File: config.mk
export PLATFORM = sky130hd
export DESIGN_NAME = sq_store_queue
export DESIGN_NICKNAME = d
export VERILOG_FILES = /design/src/rtl/sq_pkg.sv /design/src/rtl/sq_entry_array.sv /design/src/rtl/sq_ptr_ctrl.sv /design/src/rtl/sq_wb_ctrl.sv /design/src/rtl/sq_store_queue.sv
export SDC_FILE = /design/constraint.sdc
export NUM_CORES = 1
export LEC_CHECK = 0
export ABC_AREA = 1
export ABC_CLOCK_PERIOD_IN_PS = 5200
export BUFFER_PORTS_ARGS = -buffer_cell sky130_fd_sc_hd__buf_4
export CAP_MARGIN = 20
export CORE_MARGIN = 2
export CORE_UTILIZATION = 33
export CTS_BUF_LIST = sky130_fd_sc_hd__clkbuf_4
export DETAILED_ROUTE_END_ITERATION = 12
export GPL_TIMING_DRIVEN = 0
export PLACE_DENSITY_LB_ADDON = 0.08
export SYNTH_ARGS = -nofsm -noshare
export SYNTH_HDL_FRONTEND = slang
export SYNTH_SLANG_ARGS = --single-unit
File: constraint.sdc
create_clock -name clk -period 5.2 [get_ports clk]
set_input_delay 0 -clock clk [delete_from_list [all_inputs] [get_ports clk]]
set_output_delay 0 -clock clk [all_outputs]
set_load 0.05 [all_outputs]
File: src/rtl/sq_pkg.sv
package sq_pkg;
  localparam int SEQ_W = 16;
  typedef logic [SEQ_W-1:0] seq_t;

  // True when a is strictly older than b under wrapping arithmetic.
  function automatic logic seq_older(input seq_t a, input seq_t b);
    seq_t diff;
    diff = a - b;
    return diff[SEQ_W-1];
  endfunction
endpackage

File: src/rtl/sq_entry_array.sv
module sq_entry_array
  import sq_pkg::*;
#(
  parameter int DEPTH  = 8,
  parameter int ADDR_W = 32,
  parameter int DATA_W = 32,
  parameter int SIZE_W = 4,
  parameter int IDX_W  = 3
) (
  input  logic              clk,
  input  logic              rst_n,
  input  logic              alloc_we,
  input  logic [IDX_W-1:0]  alloc_idx,
  input  seq_t              alloc_seq,
  input  logic              exec_we,
  input  logic [IDX_W-1:0]  exec_idx,
  input  logic [ADDR_W-1:0] exec_addr,
  input  logic [SIZE_W-1:0] exec_size,
  input  logic [DATA_W-1:0] exec_data,
  input  logic              commit_en,
  input  seq_t              commit_seq,
  input  logic              squash_en,
  input  seq_t              squash_seq,
  input  logic              done_en,
  input  logic [IDX_W-1:0]  done_idx,
  input  logic              free_en,
  input  logic [IDX_W-1:0]  head_idx,
  input  logic [IDX_W-1:0]  rd_idx,
  output logic [DEPTH-1:0]  newly_vec,
  output logic [DEPTH-1:0]  kill_vec,
  output logic              head_done,
  output logic              rd_valid,
  output logic              rd_can_wb,
  output logic              rd_completed,
  output logic [ADDR_W-1:0] rd_addr,
  output logic [SIZE_W-1:0] rd_size,
  output logic [DATA_W-1:0] rd_data
);
  logic [DEPTH-1:0]  valid_vec;
  logic [DEPTH-1:0]  canwb_vec;
  logic [DEPTH-1:0]  done_vec;
  logic [ADDR_W-1:0] addr_arr [DEPTH];
  logic [SIZE_W-1:0] size_arr [DEPTH];
  logic [DATA_W-1:0] data_arr [DEPTH];

  for (genvar g = 0; g < DEPTH; g++) begin : g_ent
    logic              valid_q;
    logic              committed_q;
    logic              canwb_q;
    logic              completed_q;
    seq_t              seq_q;
    logic [ADDR_W-1:0] addr_q;
    logic [SIZE_W-1:0] size_q;
    logic [DATA_W-1:0] data_q;
    logic              hit_alloc;
    logic              hit_exec;
    logic              hit_done;
    logic              hit_free;

    assign hit_alloc = alloc_we && (alloc_idx == IDX_W'(g));
    assign hit_exec  = exec_we && (exec_idx == IDX_W'(g));
    assign hit_done  = done_en && (done_idx == IDX_W'(g));
    assign hit_free  = free_en && (head_idx == IDX_W'(g));

    assign newly_vec[g] = valid_q && commit_en && !committed_q &&
                          seq_older(seq_q, commit_seq);
    assign kill_vec[g]  = valid_q && squash_en && !committed_q && !newly_vec[g] &&
                          seq_older(squash_seq, seq_q);

    always_ff @(posedge clk) begin
      if (!rst_n) begin
        valid_q     <= 1'b0;
        committed_q <= 1'b0;
        canwb_q     <= 1'b0;
        completed_q <= 1'b0;
      end else if (hit_alloc) begin
        valid_q     <= 1'b1;
        committed_q <= 1'b0;
        canwb_q     <= 1'b0;
        completed_q <= 1'b0;
      end else if (hit_free || kill_vec[g]) begin
        valid_q     <= 1'b0;
        committed_q <= 1'b0;
        canwb_q     <= 1'b0;
        completed_q <= 1'b0;
      end else begin
        if (newly_vec[g]) begin
          committed_q <= 1'b1;
          canwb_q     <= 1'b1;
        end
        if (hit_done && valid_q) begin
          completed_q <= 1'b1;
        end
      end
    end

    always_ff @(posedge clk) begin
      if (hit_alloc) begin
        seq_q  <= alloc_seq;
        size_q <= '0;
      end
      if (hit_exec) begin
        addr_q <= exec_addr;
        size_q <= exec_size;
        data_q <= exec_data;
      end
    end

    assign valid_vec[g] = valid_q;
    assign canwb_vec[g] = canwb_q;
    assign done_vec[g]  = completed_q;
    assign addr_arr[g]  = addr_q;
    assign size_arr[g]  = size_q;
    assign data_arr[g]  = data_q;
  end

  assign head_done    = valid_vec[head_idx] && done_vec[head_idx];
  assign rd_valid     = valid_vec[rd_idx];
  assign rd_can_wb    = canwb_vec[rd_idx];
  assign rd_completed = done_vec[rd_idx];
  assign rd_addr      = addr_arr[rd_idx];
  assign rd_size      = size_arr[rd_idx];
  assign rd_data      = data_arr[rd_idx];
endmodule

File: src/rtl/sq_ptr_ctrl.sv
module sq_ptr_ctrl #(
  parameter int DEPTH = 8,
  parameter int IDX_W = 3,
  parameter int CNT_W = 4
) (
  input  logic             clk,
  input  logic             rst_n,
  input  logic             alloc_fire,
  input  logic             free_fire,
  input  logic [CNT_W-1:0] kill_cnt,
  output logic [IDX_W-1:0] head_q,
  output logic [IDX_W-1:0] tail_q,
  output logic [CNT_W-1:0] count_q,
  output logic             full
);
  function automatic logic [IDX_W-1:0] ptr_fwd(input logic [IDX_W-1:0] p, input int n);
    int s;
    s = int'(p) + n;
    if (s >= DEPTH) s = s - DEPTH;
    return IDX_W'(s);
  endfunction

  function automatic logic [IDX_W-1:0] ptr_back(input logic [IDX_W-1:0] p, input int n);
    int s;
    s = int'(p) + DEPTH - n;
    if (s >= DEPTH) s = s - DEPTH;
    return IDX_W'(s);
  endfunction

  logic [IDX_W-1:0] head_d;
  logic [IDX_W-1:0] tail_d;
  logic [CNT_W-1:0] count_d;

  always_comb begin
    head_d  = free_fire ? ptr_fwd(head_q, 1) : head_q;
    tail_d  = ptr_fwd(ptr_back(tail_q, int'(kill_cnt)), alloc_fire ? 1 : 0);
    count_d = count_q + CNT_W'(alloc_fire) - CNT_W'(free_fire) - kill_cnt;
  end

  always_ff @(posedge clk) begin
    if (!rst_n) begin
      head_q  <= '0;
      tail_q  <= '0;
      count_q <= '0;
    end else begin
      head_q  <= head_d;
      tail_q  <= tail_d;
      count_q <= count_d;
    end
  end

  assign full = (int'(count_q) >= DEPTH - 1);
endmodule

File: src/rtl/sq_wb_ctrl.sv
module sq_wb_ctrl #(
  parameter int DEPTH = 8,
  parameter int IDX_W = 3,
  parameter int CNT_W = 4
) (
  input  logic             clk,
  input  logic             rst_n,
  input  logic             rd_valid,
  input  logic             rd_can_wb,
  input  logic             rd_completed,
  input  logic             wb_ready,
  input  logic             wb_ack,
  input  logic [CNT_W-1:0] newly_cnt,
  output logic [IDX_W-1:0] wb_ptr_q,
  output logic             wb_req,
  output logic             inflight_q,
  output logic             done_en,
  output logic [IDX_W-1:0] done_idx,
  output logic             has_to_wb
);
  function automatic logic [IDX_W-1:0] ptr_next(input logic [IDX_W-1:0] p);
    int s;
    s = int'(p) + 1;
    if (s >= DEPTH) s = 0;
    return IDX_W'(s);
  endfunction

  logic             wb_fire;
  logic [IDX_W-1:0] flight_idx_q;
  logic [CNT_W-1:0] pending_q;

  assign wb_req   = rd_valid && rd_can_wb && !rd_completed && !inflight_q;
  assign wb_fire  = wb_req && wb_ready;
  assign done_en  = inflight_q && wb_ack;
  assign done_idx = flight_idx_q;

  always_ff @(posedge clk) begin
    if (!rst_n) begin
      wb_ptr_q     <= '0;
      inflight_q   <= 1'b0;
      flight_idx_q <= '0;
      pending_q    <= '0;
    end else begin
      pending_q <= pending_q + newly_cnt - CNT_W'(wb_fire);
      if (wb_fire) begin
        inflight_q   <= 1'b1;
        flight_idx_q <= wb_ptr_q;
        wb_ptr_q     <= ptr_next(wb_ptr_q);
      end else if (done_en) begin
        inflight_q <= 1'b0;
      end
    end
  end

  assign has_to_wb = (pending_q != '0);
endmodule

File: src/rtl/sq_store_queue.sv
module sq_store_queue
  import sq_pkg::*;
#(
  parameter int DEPTH  = 8,
  parameter int ADDR_W = 32,
  parameter int DATA_W = 32,
  parameter int SIZE_W = 4,
  localparam int IDX_W = (DEPTH > 1) ? $clog2(DEPTH) : 1,
  localparam int CNT_W = $clog2(DEPTH + 1)
) (
  input  logic              clk,
  input  logic              rst_n,
  input  logic              alloc_valid,
  input  logic [15:0]       alloc_seq,
  output logic              alloc_ready,
  output logic [IDX_W-1:0]  alloc_idx,
  input  logic              exec_valid,
  input  logic [IDX_W-1:0]  exec_idx,
  input  logic [ADDR_W-1:0] exec_addr,
  input  logic [SIZE_W-1:0] exec_size,
  input  logic [DATA_W-1:0] exec_data,
  input  logic              commit_valid,
  input  logic [15:0]       commit_seq,
  input  logic              squash_valid,
  input  logic [15:0]       squash_seq,
  output logic              wb_req,
  input  logic              wb_ready,
  output logic [ADDR_W-1:0] wb_addr,
  output logic [SIZE_W-1:0] wb_size,
  output logic [DATA_W-1:0] wb_data,
  input  logic              wb_ack,
  output logic [CNT_W-1:0]  count,
  output logic              full,
  output logic              has_stores_to_wb
);
  logic             alloc_fire;
  logic             free_fire;
  logic [DEPTH-1:0] newly_vec;
  logic [DEPTH-1:0] kill_vec;
  logic [CNT_W-1:0] newly_cnt;
  logic [CNT_W-1:0] kill_cnt;
  logic [IDX_W-1:0] head_q;
  logic [IDX_W-1:0] tail_q;
  logic [IDX_W-1:0] wb_ptr_q;
  logic             inflight;
  logic             done_en;
  logic [IDX_W-1:0] done_idx;
  logic             rd_valid;
  logic             rd_can_wb;
  logic             rd_completed;

  assign alloc_ready = !full && !squash_valid;
  assign alloc_fire  = alloc_valid && alloc_ready;
  assign alloc_idx   = tail_q;
  assign newly_cnt   = CNT_W'($countones(newly_vec));
  assign kill_cnt    = CNT_W'($countones(kill_vec));

  sq_entry_array #(
    .DEPTH(DEPTH), .ADDR_W(ADDR_W), .DATA_W(DATA_W), .SIZE_W(SIZE_W), .IDX_W(IDX_W)
  ) i_entries (
    .clk(clk), .rst_n(rst_n),
    .alloc_we(alloc_fire), .alloc_idx(tail_q), .alloc_seq(alloc_seq),
    .exec_we(exec_valid), .exec_idx(exec_idx), .exec_addr(exec_addr),
    .exec_size(exec_size), .exec_data(exec_data),
    .commit_en(commit_valid), .commit_seq(commit_seq),
    .squash_en(squash_valid), .squash_seq(squash_seq),
    .done_en(done_en), .done_idx(done_idx),
    .free_en(free_fire), .head_idx(head_q), .rd_idx(wb_ptr_q),
    .newly_vec(newly_vec), .kill_vec(kill_vec), .head_done(free_fire),
    .rd_valid(rd_valid), .rd_can_wb(rd_can_wb), .rd_completed(rd_completed),
    .rd_addr(wb_addr), .rd_size(wb_size), .rd_data(wb_data)
  );

  sq_ptr_ctrl #(.DEPTH(DEPTH), .IDX_W(IDX_W), .CNT_W(CNT_W)) i_ptrs (
    .clk(clk), .rst_n(rst_n),
    .alloc_fire(alloc_fire), .free_fire(free_fire), .kill_cnt(kill_cnt),
    .head_q(head_q), .tail_q(tail_q), .count_q(count), .full(full)
  );

  sq_wb_ctrl #(.DEPTH(DEPTH), .IDX_W(IDX_W), .CNT_W(CNT_W)) i_wb (
    .clk(clk), .rst_n(rst_n),
    .rd_valid(rd_valid), .rd_can_wb(rd_can_wb), .rd_completed(rd_completed),
    .wb_ready(wb_ready), .wb_ack(wb_ack), .newly_cnt(newly_cnt),
    .wb_ptr_q(wb_ptr_q), .wb_req(wb_req), .inflight_q(inflight),
    .done_en(done_en), .done_idx(done_idx), .has_to_wb(has_stores_to_wb)
  );
endmodule

# Word-level counts from Yosys, hierarchy flattened
# Index checks and enable logic that the tools add are counted.
totals:
  reg_bits: 717
  in_bits: 127
  output_inout_bits: 79
  word_cells: 364
classes:
  n_addsub: 43
  n_lt_le_gt_ge: 8
  n_eq_ne: 28
  mux: 58
  bitwise_logic: 2
  reduce_logical: 162
op_table:
  columns: ["op", "count"]
  rows:
  - ["16-bit subtractor", 16]
  - ["32-bit binary-select mux with 3-bit select", 2]
  - ["32-bit two-way mux", 4]
  - ["1-bit logical AND", 104]
  - ["4-bit two-way mux", 18]
  - ["32-bit by 5-bit greater-or-equal comparator with 1-bit output, second input constant", 2]
  - ["3-bit == test, second input constant", 16]
  - ["2-bit nonzero test", 17]
  - ["3-bit by 2-bit == test with 1-bit output, second input constant", 8]
  - ["1-bit two-way mux", 24]
  - ["3-bit OR reduction", 8]
  - ["1-bit logical NOT", 20]
  - ["1-bit by 1-bit adder with 2-bit output", 8]
  - ["1-bit binary-select mux with 3-bit select", 5]
  - ["2-bit by 2-bit adder with 3-bit output", 4]
  - ["4-bit binary-select mux with 3-bit select", 1]
  - ["3-bit by 1-bit == test with 1-bit output, second input constant", 4]
  - ["4-bit greater-or-equal comparator, second input constant", 3]
  - ["3-bit logical NOT", 4]
  - ["3-bit two-way mux", 4]
  - ["3-bit by 1-bit subtractor with 3-bit output, second input constant", 3]
  - ["3-bit by 1-bit adder with 4-bit output, second input constant", 2]
  - ["3-bit by 3-bit adder with 4-bit output", 2]
  - ["1-bit logical OR", 8]
  - ["other kinds (12)", 14]

# Depth between registers and ports, before layout
# Gate-level depths: netlist (run 1).
logic_depth:
  ltp_word: 15
  mapped_depth: 32
  mapped_depth_nobuf: 32

# Cells and area by module
# A second synthesis (run 1) with hierarchy kept.
unflattened:
  cells_unflattened: 3336
  hier_area_um2: 34739.6
by_module_without_submodules:
  columns: ["mod", "instances", "cells_each", "area_each_um2", "seq_area_each_um2"]
  rows:
  - ["sq_entry_array", 1, 3108, 33068.0, 20659.8]
  - ["sq_wb_ctrl", 1, 93, 653.1, 220.2]
  - ["sq_ptr_ctrl", 1, 74, 604.3, 200.2]
  - ["sq_store_queue", 1, 61, 414.1, 0.0]

# Worst setup path before layout (run 1)
# No wires, ideal clock.
synth_path:
  kind: "reg2reg"
  from: "register i_entries.g_ent[0].seq_q[14]"
  to: "register i_ptrs.count_q[3]"
  setup_time_ps: 121
  arrival_ps: 5379
  required_ps: 5079
  slack_ps: -300
  stages_incl_launch_ff: 28
  n_path_buf: 0
  synth_period_minus_slack_ps: 5500
  cell_sequence: "edfxtp_1 ha_1 nand2_1 nor2_1 nand2_1 nor2_1 nor2_1 nand3_1 nand3_1 nand3_1 inv_1 fa_1 inv_1 fa_1 fa_1 inv_1 ha_1 xor2_1 inv_1 ha_1 o21bai_1 fa_1 ha_1 fa_1 xor2_1 xnor2_1 o21ai_0 a21oi_1"
synth_via:
  elab_chain_cells: 9
  word_cells_on_any_way: 10
  cone_classes: "6 x add/sub; 4 x reduce/logical"
synth_rtl:
  columns: ["element", "line_no", "rtl"]
  rows:
  - ["from (decl)", "sq_entry_array.sv:51", "seq_t seq_q;"]
  - ["from (signal assigned)", "sq_entry_array.sv:99", "seq_q <= alloc_seq;"]
  - ["16-bit subtractor", "sq_pkg.sv:8", "diff = a - b;"]
  - ["1-bit logical AND", "sq_entry_array.sv:65", "assign newly_vec[g] = valid_q && commit_en && !committed_q &&"]
  - ["1-bit logical NOT", "sq_entry_array.sv:67", "assign kill_vec[g] = valid_q && squash_en && !committed_q && !newly_vec[g] &&"]
  - ["1-bit logical AND", "sq_entry_array.sv:67", null]
  - ["1-bit logical AND *", "sq_entry_array.sv:67", null]
  - ["1-bit by 1-bit adder with 2-bit output (not written as such) *", "sq_store_queue.sv:56", "assign kill_cnt = CNT_W'($countones(kill_vec));"]
  - ["2-bit by 2-bit adder with 3-bit output (not written as such) *", "sq_store_queue.sv:56", null]
  - ["3-bit by 3-bit adder with 4-bit output (not written as such) *", "sq_store_queue.sv:56", null]
  - ["4-bit subtractor *", "sq_ptr_ctrl.sv:37", "count_d = count_q + CNT_W'(alloc_fire) - CNT_W'(free_fire) - kill_cnt;"]
  - ["to (signal assigned)", "sq_ptr_ctrl.sv:48", "count_q <= count_d;"]
  - ["to (decl)", "sq_ptr_ctrl.sv:13", "output logic [CNT_W-1:0] count_q,"]
# Every way passes the cells marked *; elsewhere a longest branch is shown, timed or not.
# A chain may end at the register's enable or synchronous reset.

# Worst setup path in the final report (run 1)
layout_path:
  from: "register i_entries.g_ent[0].seq_q[8]"
  to: "register i_ptrs.count_q[3]"
# The elaborated chain is that of the path after synthesis.

==> results.toml, run 1 <==
[logic_synthesis]
synth_cell_types = 30
yosysSeqAreaShare_pct = 61.5
synth_edf_count = 672
ys.flop_type = "edfxtp_1"
synth_warnings = 0
synthArstFlopShare_pct = 0
syn-num-nets = 3634
syn_avg_cell_area_sq_um = 10.6
synthCells = 3247
syn_area_sq_mm = 0.0343
synth-seq-cells = 717

[setup_path]
cp_max_fo = 2
r2r_slack_ns = -0.39
cp.required_ns = 6.21
critical-path-slowest-cell = "fa_1"
crit_type = "register to register"
slowest_delay_ns = 0.54
rr_worst_depth = 29
cp_data_arrival_time_ns = 6.60
end_kind = "register"
cp-start-kind = "register"

[floorplanning]
num_rows = 118
die_x_um = 326
chipHeight_um = 326
die-area_sq_mm = 0.106
start_util_pct = 33.2
pin_count = 206
core_sq_mm = 0.103

[sta]
setup_ws_ns = -0.393
period_share_pct = 108
slew_violations = 0
slew_headroom_pct = 37.0
clock.fmax_ghz = 0.179
fin_skew_ns = 0.0881
period_minus_slack_ns = 5.59
rsz0062_at_grt = "yes"
setup_violations = 3
tightest_slew_ns = 0.944
hold_viol_final = 0

[run_status]
violations = "setup timing"
status = "finished, violations left"

[place]
place_inst = 4853
placed_cell_area_sq_mm = 0.0381
dp.final_hpwl_mm = 73.3
port_buffers = 202
place_congestion = 0.813

[cells_and_area]
syn_to_final_growth_pct = 27.3
multiInputGateArea_sq_mm = 0.0119
fin_area_sq_mm = 0.0436
nNetsFinal = 4295
drive_gt1_share_pct = 18.6
finalNonFillerCells = 5452
ff_latch_area_sq_mm = 0.0211
fillers = 10400

[clock_tree]
cts-root-buf = "clkbuf_4"
cts_sinks = 717
tritoncts = "built"
h-tree-depth = 4
clkSlewWorstSetupHoldPaths_ns = 0.07
clockBufferDepth = 3
clock_latency_ns = 1.10
cts_buffers = 202

[grt]
antenna_found_initial = 7
globalRouteTotalUtil_pct = 20.0
grt_first_pass_wirelength_mm = 157
grt_overflow = 0
grt_max_degree = 28
grt_pass1_vias = 25400

[drt]
num_vias = 25300
routed_wirelength_mm = 107
firstDrtPassIters = 5
drc = 0
drt_iter0_drc = 1367
wire_per_inst_um = 19.6
drt.antenna.violating_nets = 0
viasPerCell = 4.65

[power_and_ir_drop]
p_leak_uw = 0.0179
cellPowerDensity_mw_per_mm2 = 308
vdd_drop_max_mv = 0.182

[worst_hold_path]
min_path_type = "input pin to register"
min_path_cells = 9

[run]
drv_cap = 0
==> placed cells by master (no fill, tap or decap), types with 11 or more instances in the layout <==
cell / count
fa_1: 11
clkbuf_1: 49
dfxtp_1: 45
nand3_1: 68
inv_1: 351
ha_4: 15
o21ai_0: 281
nor2_4: 18
o21ai_1: 12
dlygate4sd3_1: 216
diode_2: 12
nand2_2: 29
buf_12: 19
clkbuf_4: 306
a31oi_1: 69
edfxtp_1: 672
inv_2: 22
nor2_1: 593
o22ai_1: 68
nor3_1: 28
clkinv_1: 32
a21oi_1: 85
buf_4: 229
buf_2: 32
xnor2_1: 22
nand3_2: 11
nand2_1: 450
ha_1: 229
a21oi_2: 11
==> through the flow <==
stage               hold slack, ns  setup TNS (ns)  worst slack [ns]  power, uW  util (%)
finish                       0.129          -0.560            -0.393      13400      42.2
global route                0.0858           -1.22            -0.604      14100      42.2
CTS                        0.00401          -0.569            -0.397      13600      41.9
detailed placement           0.241           -2.52            -0.921       8090      36.9
global placement             0.244         -711.46             -2.77       8070      36.3
floorplan                   0.0989         -0.0194           -0.0194       7500         -
==> registers in the layout, indices dropped and copies added, names as in the netlist <==
signal	cells
i_entries.g_ent.addr_q	256
i_entries.g_ent.canwb_q	2
i_entries.g_ent.committed_q	6
i_entries.g_ent.completed_q	8
i_entries.g_ent.data_q	256
i_entries.g_ent.seq_q	128
i_entries.g_ent.size_q	32
i_entries.g_ent.valid_q	8
i_ptrs.count_q	4
i_ptrs.head_q	3
i_ptrs.tail_q	3
i_wb.done_idx	3
i_wb.inflight_q	1
i_wb.pending_q	4
i_wb.wb_ptr_q	3
==> layout make-up <==
| type | count | area share [%] |
|---|---|---|
| inverters | 374 | 3.22 |
| repair buffers | 457 | 9.97 |
| well taps | 1380 | 3.96 |
| plain buffers | 113 | 1.32 |
| diodes | 12 | 0.0688 |
| clock inverters | 50 | 0.722 |
| multi-input cells | 2043 | 27.2 |
| clock buffers | 306 | 5.26 |
| flip-flops and latches | 717 | 48.3 |
==> worst paths after layout <==
kind	to	start
setup / recovery	i_ptrs.count_q[3]	i_entries.g_ent[0].seq_q[8]
hold / removal	i_entries.g_ent[1].committed_q	commit_seq[13]
setup reg to reg	i_ptrs.count_q[3]	i_entries.g_ent[0].seq_q[8]
hold reg to reg	i_entries.g_ent[7].valid_q	i_entries.g_ent[7].valid_q
==> Yosys cell counts, types with 23 or more instances <==
master	number	area, sq um
a21oi_1	98	490
a31oi_1	69	432
buf_2	32	160
clkbuf_1	49	184
dfxtp_1	45	901
edfxtp_1	672	20200
ha_1	247	3090
inv_1	364	1370
nand2_1	482	1810
nand3_1	81	405
nor2_1	615	2310
nor3_1	30	150
o21ai_0	283	1420
o22ai_1	68	425
xnor2_1	23	201
==> cell families (layout without fill, tap and decap cells) <==
| logic type | after synthesis | count (layout) | synth area share [%] |
|---|---|---|---|
| other cells | 0 | 12 | 0 |
| xor+xnor | 28 | 28 | 0.715 |
| flops | 717 | 717 | 61.5 |
| simple gates | 1217 | 1217 | 13.8 |
| fa+ha+maj | 260 | 260 | 9.77 |
| buf+inv | 487 | 1300 | 5.78 |
| compound gates | 538 | 538 | 8.43 |
==> critical path: cells and delay by family, from the launching register on <==
kind	cells	cell delay, ns
adders and majority gates	9	3.07
AOI/OAI and AO/OA	4	0.60
buffers and inverters	6	0.36
DFF	1	0.41
xor gates and xnor gates	3	0.53
and+or+nand+nor	7	0.55
==> routing by layer <==
| layer | up-vias | part of all wire [%] | track usage, % |
|---|---|---|---|
| met3 | 186 | 4.2 | 3.67 |
| met2 | 543 | 49 | 34.6 |
| met1 | 12000 | 44 | 24.9 |
| li1 | 12600 | - | - |
| met5 | - | 0.022 | 0 |
| met4 | 4 | 2.7 | 7.05 |
==> power breakdown <==
part,total [uW],switching (uW),internal [uW]
registers,6630,89.9,6540
clock network,5270,2530,2740
logic,1540,981,557
==> repair_timing <==
action	4_1_cts	5_1_grt
hold endpoints to repair	1357	0
buffers inserted	8	2
hold buffers	220	0
setup endpoints to repair	5	4
resized for setup	72	47
pin swaps	20	20
Power figures use the tool's default switching activity.
==> run 2, diff against run 1 <==
Settings changed: PLACE_DENSITY_LB_ADDON 0.08 to unset, RECOVER_POWER set to 25.
==> run 2 against run 1 <==
Against the previous run: worst setup slack better by 0.037 ns; non-clock buffer count up 4; combinational power about the same; routed wire length is 6.1% lower; the run still ends with setup timing left; global-route usage fell by 1.5 points; critical path type unchanged; via count rose by 2.9%; clock-buffer cell count is 19 lower; fmax up 0.67%; sequential share of layout area increased by 0.20 points; clock skew decreased by 0.036 ns; sequential power barely moved; final area down 0.41%.
==> results.toml, run 2 (synthesis results as in run 1) <==
[clock_tree]
cts_sinks = 717
cts-root-buf = "clkbuf_4"
clockBufferDepth = 3
cts_buffers = 190
h-tree-depth = 4
tritoncts = "built"
clock_latency_ns = 1.05
clkSlewWorstSetupHoldPaths_ns = 0.06

[grt]
grt_first_pass_wirelength_mm = 149
grt_max_degree = 28
antenna_found_initial = 7
grt_pass1_vias = 25700
globalRouteTotalUtil_pct = 18.4
grt_overflow = 0

[sta]
setup_violations = 3
clock.fmax_ghz = 0.180
slew_violations = 0
slew_headroom_pct = 28.6
tightest_slew_ns = 1.07
fin_skew_ns = 0.0522
period_share_pct = 107
hold_viol_final = 0
setup_ws_ns = -0.355
period_minus_slack_ns = 5.56
finalSetupTns_ns = -0.711
rsz0062_at_grt = "yes"

[power_and_ir_drop]
cellPowerDensity_mw_per_mm2 = 302
power_uw = 13100
p_leak_uw = 0.0178
vdd_drop_max_mv = 0.189

[setup_path]
critical-path-slowest-cell = "fa_1"
cp.required_ns = 6.17
slowest_delay_ns = 0.53
cp-start-kind = "register"
cp_max_fo = 2
crit_type = "register to register"
crit_top_cell = "fa_1"
cp_data_arrival_time_ns = 6.53
end_kind = "register"

[drt]
drt_iter0_drc = 2056
viasPerCell = 4.82
firstDrtPassIters = 5
drt.antenna.violating_nets = 0
wire_per_inst_um = 18.5
routed_wirelength_mm = 100
drc = 0
num_vias = 26100

[cells_and_area]
final_cell_mix = "edfxtp_1 (672), nor2_1 (591), nand2_1 (438)"
final_common_cell = "edfxtp_1"
reg.largest.list = "i_entries.g_ent.addr_q x256, i_entries.g_ent.data_q x256, i_entries.g_ent.seq_q x128"
drive_gt1_share_pct = 18.4
nNetsFinal = 4287
fillers = 9952
syn_to_final_growth_pct = 26.8

[floorplanning]
core_sq_mm = 0.103
start_util_pct = 33.2
die-area_sq_mm = 0.106
chipHeight_um = 326
die_x_um = 326
num_rows = 118
pin_count = 206

[worst_hold_path]
min_path_type = "input pin to register"

[place]
dp.final_hpwl_mm = 68.5
place_congestion = 0.910
port_buffers = 202

[run]
drv_cap = 0

[run_status]
violations = "setup timing"
status = "finished, violations left"
run 2: cell count changes in the layout (fill, tap and decap cells not counted), sizes merged:
cell         delta
diode           -8
clkinv         -19
clkbuf         +39
dlygate4sd3     +2
buf            -56
clkinvlp        +1
inv             +3
run 2: final cells by class:
type	instances	area (sq um)	area share, %
diodes	4	10.0	0.0230
plain buffers	113	577	1.33
clock buffers	287	2150	4.96
clock inverters	35	239	0.550
inverters	374	1410	3.24
multi-input cells	2043	11900	27.4
flip-flops and latches	717	21100	48.5
well taps	1380	1730	3.97
repair buffers	461	4370	10.1
run 2: power breakdown:
part           internal, uW  switching [uW]
logic                   575             981
registers              6540            84.5
clock network          2570            2370
total                  9680            3440
run 2: final timing paths:
check | startpoint | to | slack, ns | cells past startpoint
worst max-delay path | i_entries.g_ent[3].seq_q[14] | i_ptrs.count_q[3] | -0.36 | 28
worst min-delay path | commit_seq[13] | i_entries.g_ent[1].committed_q | 0.1 | 10
worst max register to register | i_entries.g_ent[3].seq_q[14] | i_ptrs.count_q[3] | -0.36 | 28
worst min register to register | i_wb.done_idx[0] | i_wb.done_idx[0] | 0.50 | 2
run 2: worst max-delay path: cells and delay by family (launching register included):
kind / cells / cell delay (ns)
fa+ha+maj: 9 / 3.10
compound gates: 4 / 0.58
xor+xnor: 3 / 0.50
buf+inv: 7 / 0.45
simple gates: 5 / 0.43
flops: 1 / 0.43
run 2: timing repair:
item | 4_1_cts | 5_1_grt
endpoints found under the setup margin | 5 | 5
buffers inserted | 5 | 10
hold endpoints to repair | 1349 | 0
hold buffers | 218 | 0
resized for setup | 28 | 104
cloned | 0 | 0
pin swaps | 13 | 34
run 2: stage by stage:
stage	util [%]	std cells	worst slack (ns)	cell area, sq um	hold WS (ns)
2_1_floorplan	-	3247	-0.0194	34300	0.0989
3_3_place_gp	36.3	4829	-2.26	37600	0.235
3_5_place_dp	36.9	4854	-0.714	38200	0.239
4_1_cts	41.5	5399	-0.411	42900	0.00804
5_1_grt	42.0	5413	-0.618	43500	0.114
6_report	42.1	5414	-0.355	43500	0.0975
run 2: layer usage:
layer	part of all wire, %	track usage (%)	wire length, um
met2	49	31.4	49200
met3	6.9	3.50	6960
met1	41	23.0	41100
met4	3.0	7.56	3030
met5	0.053	0	53
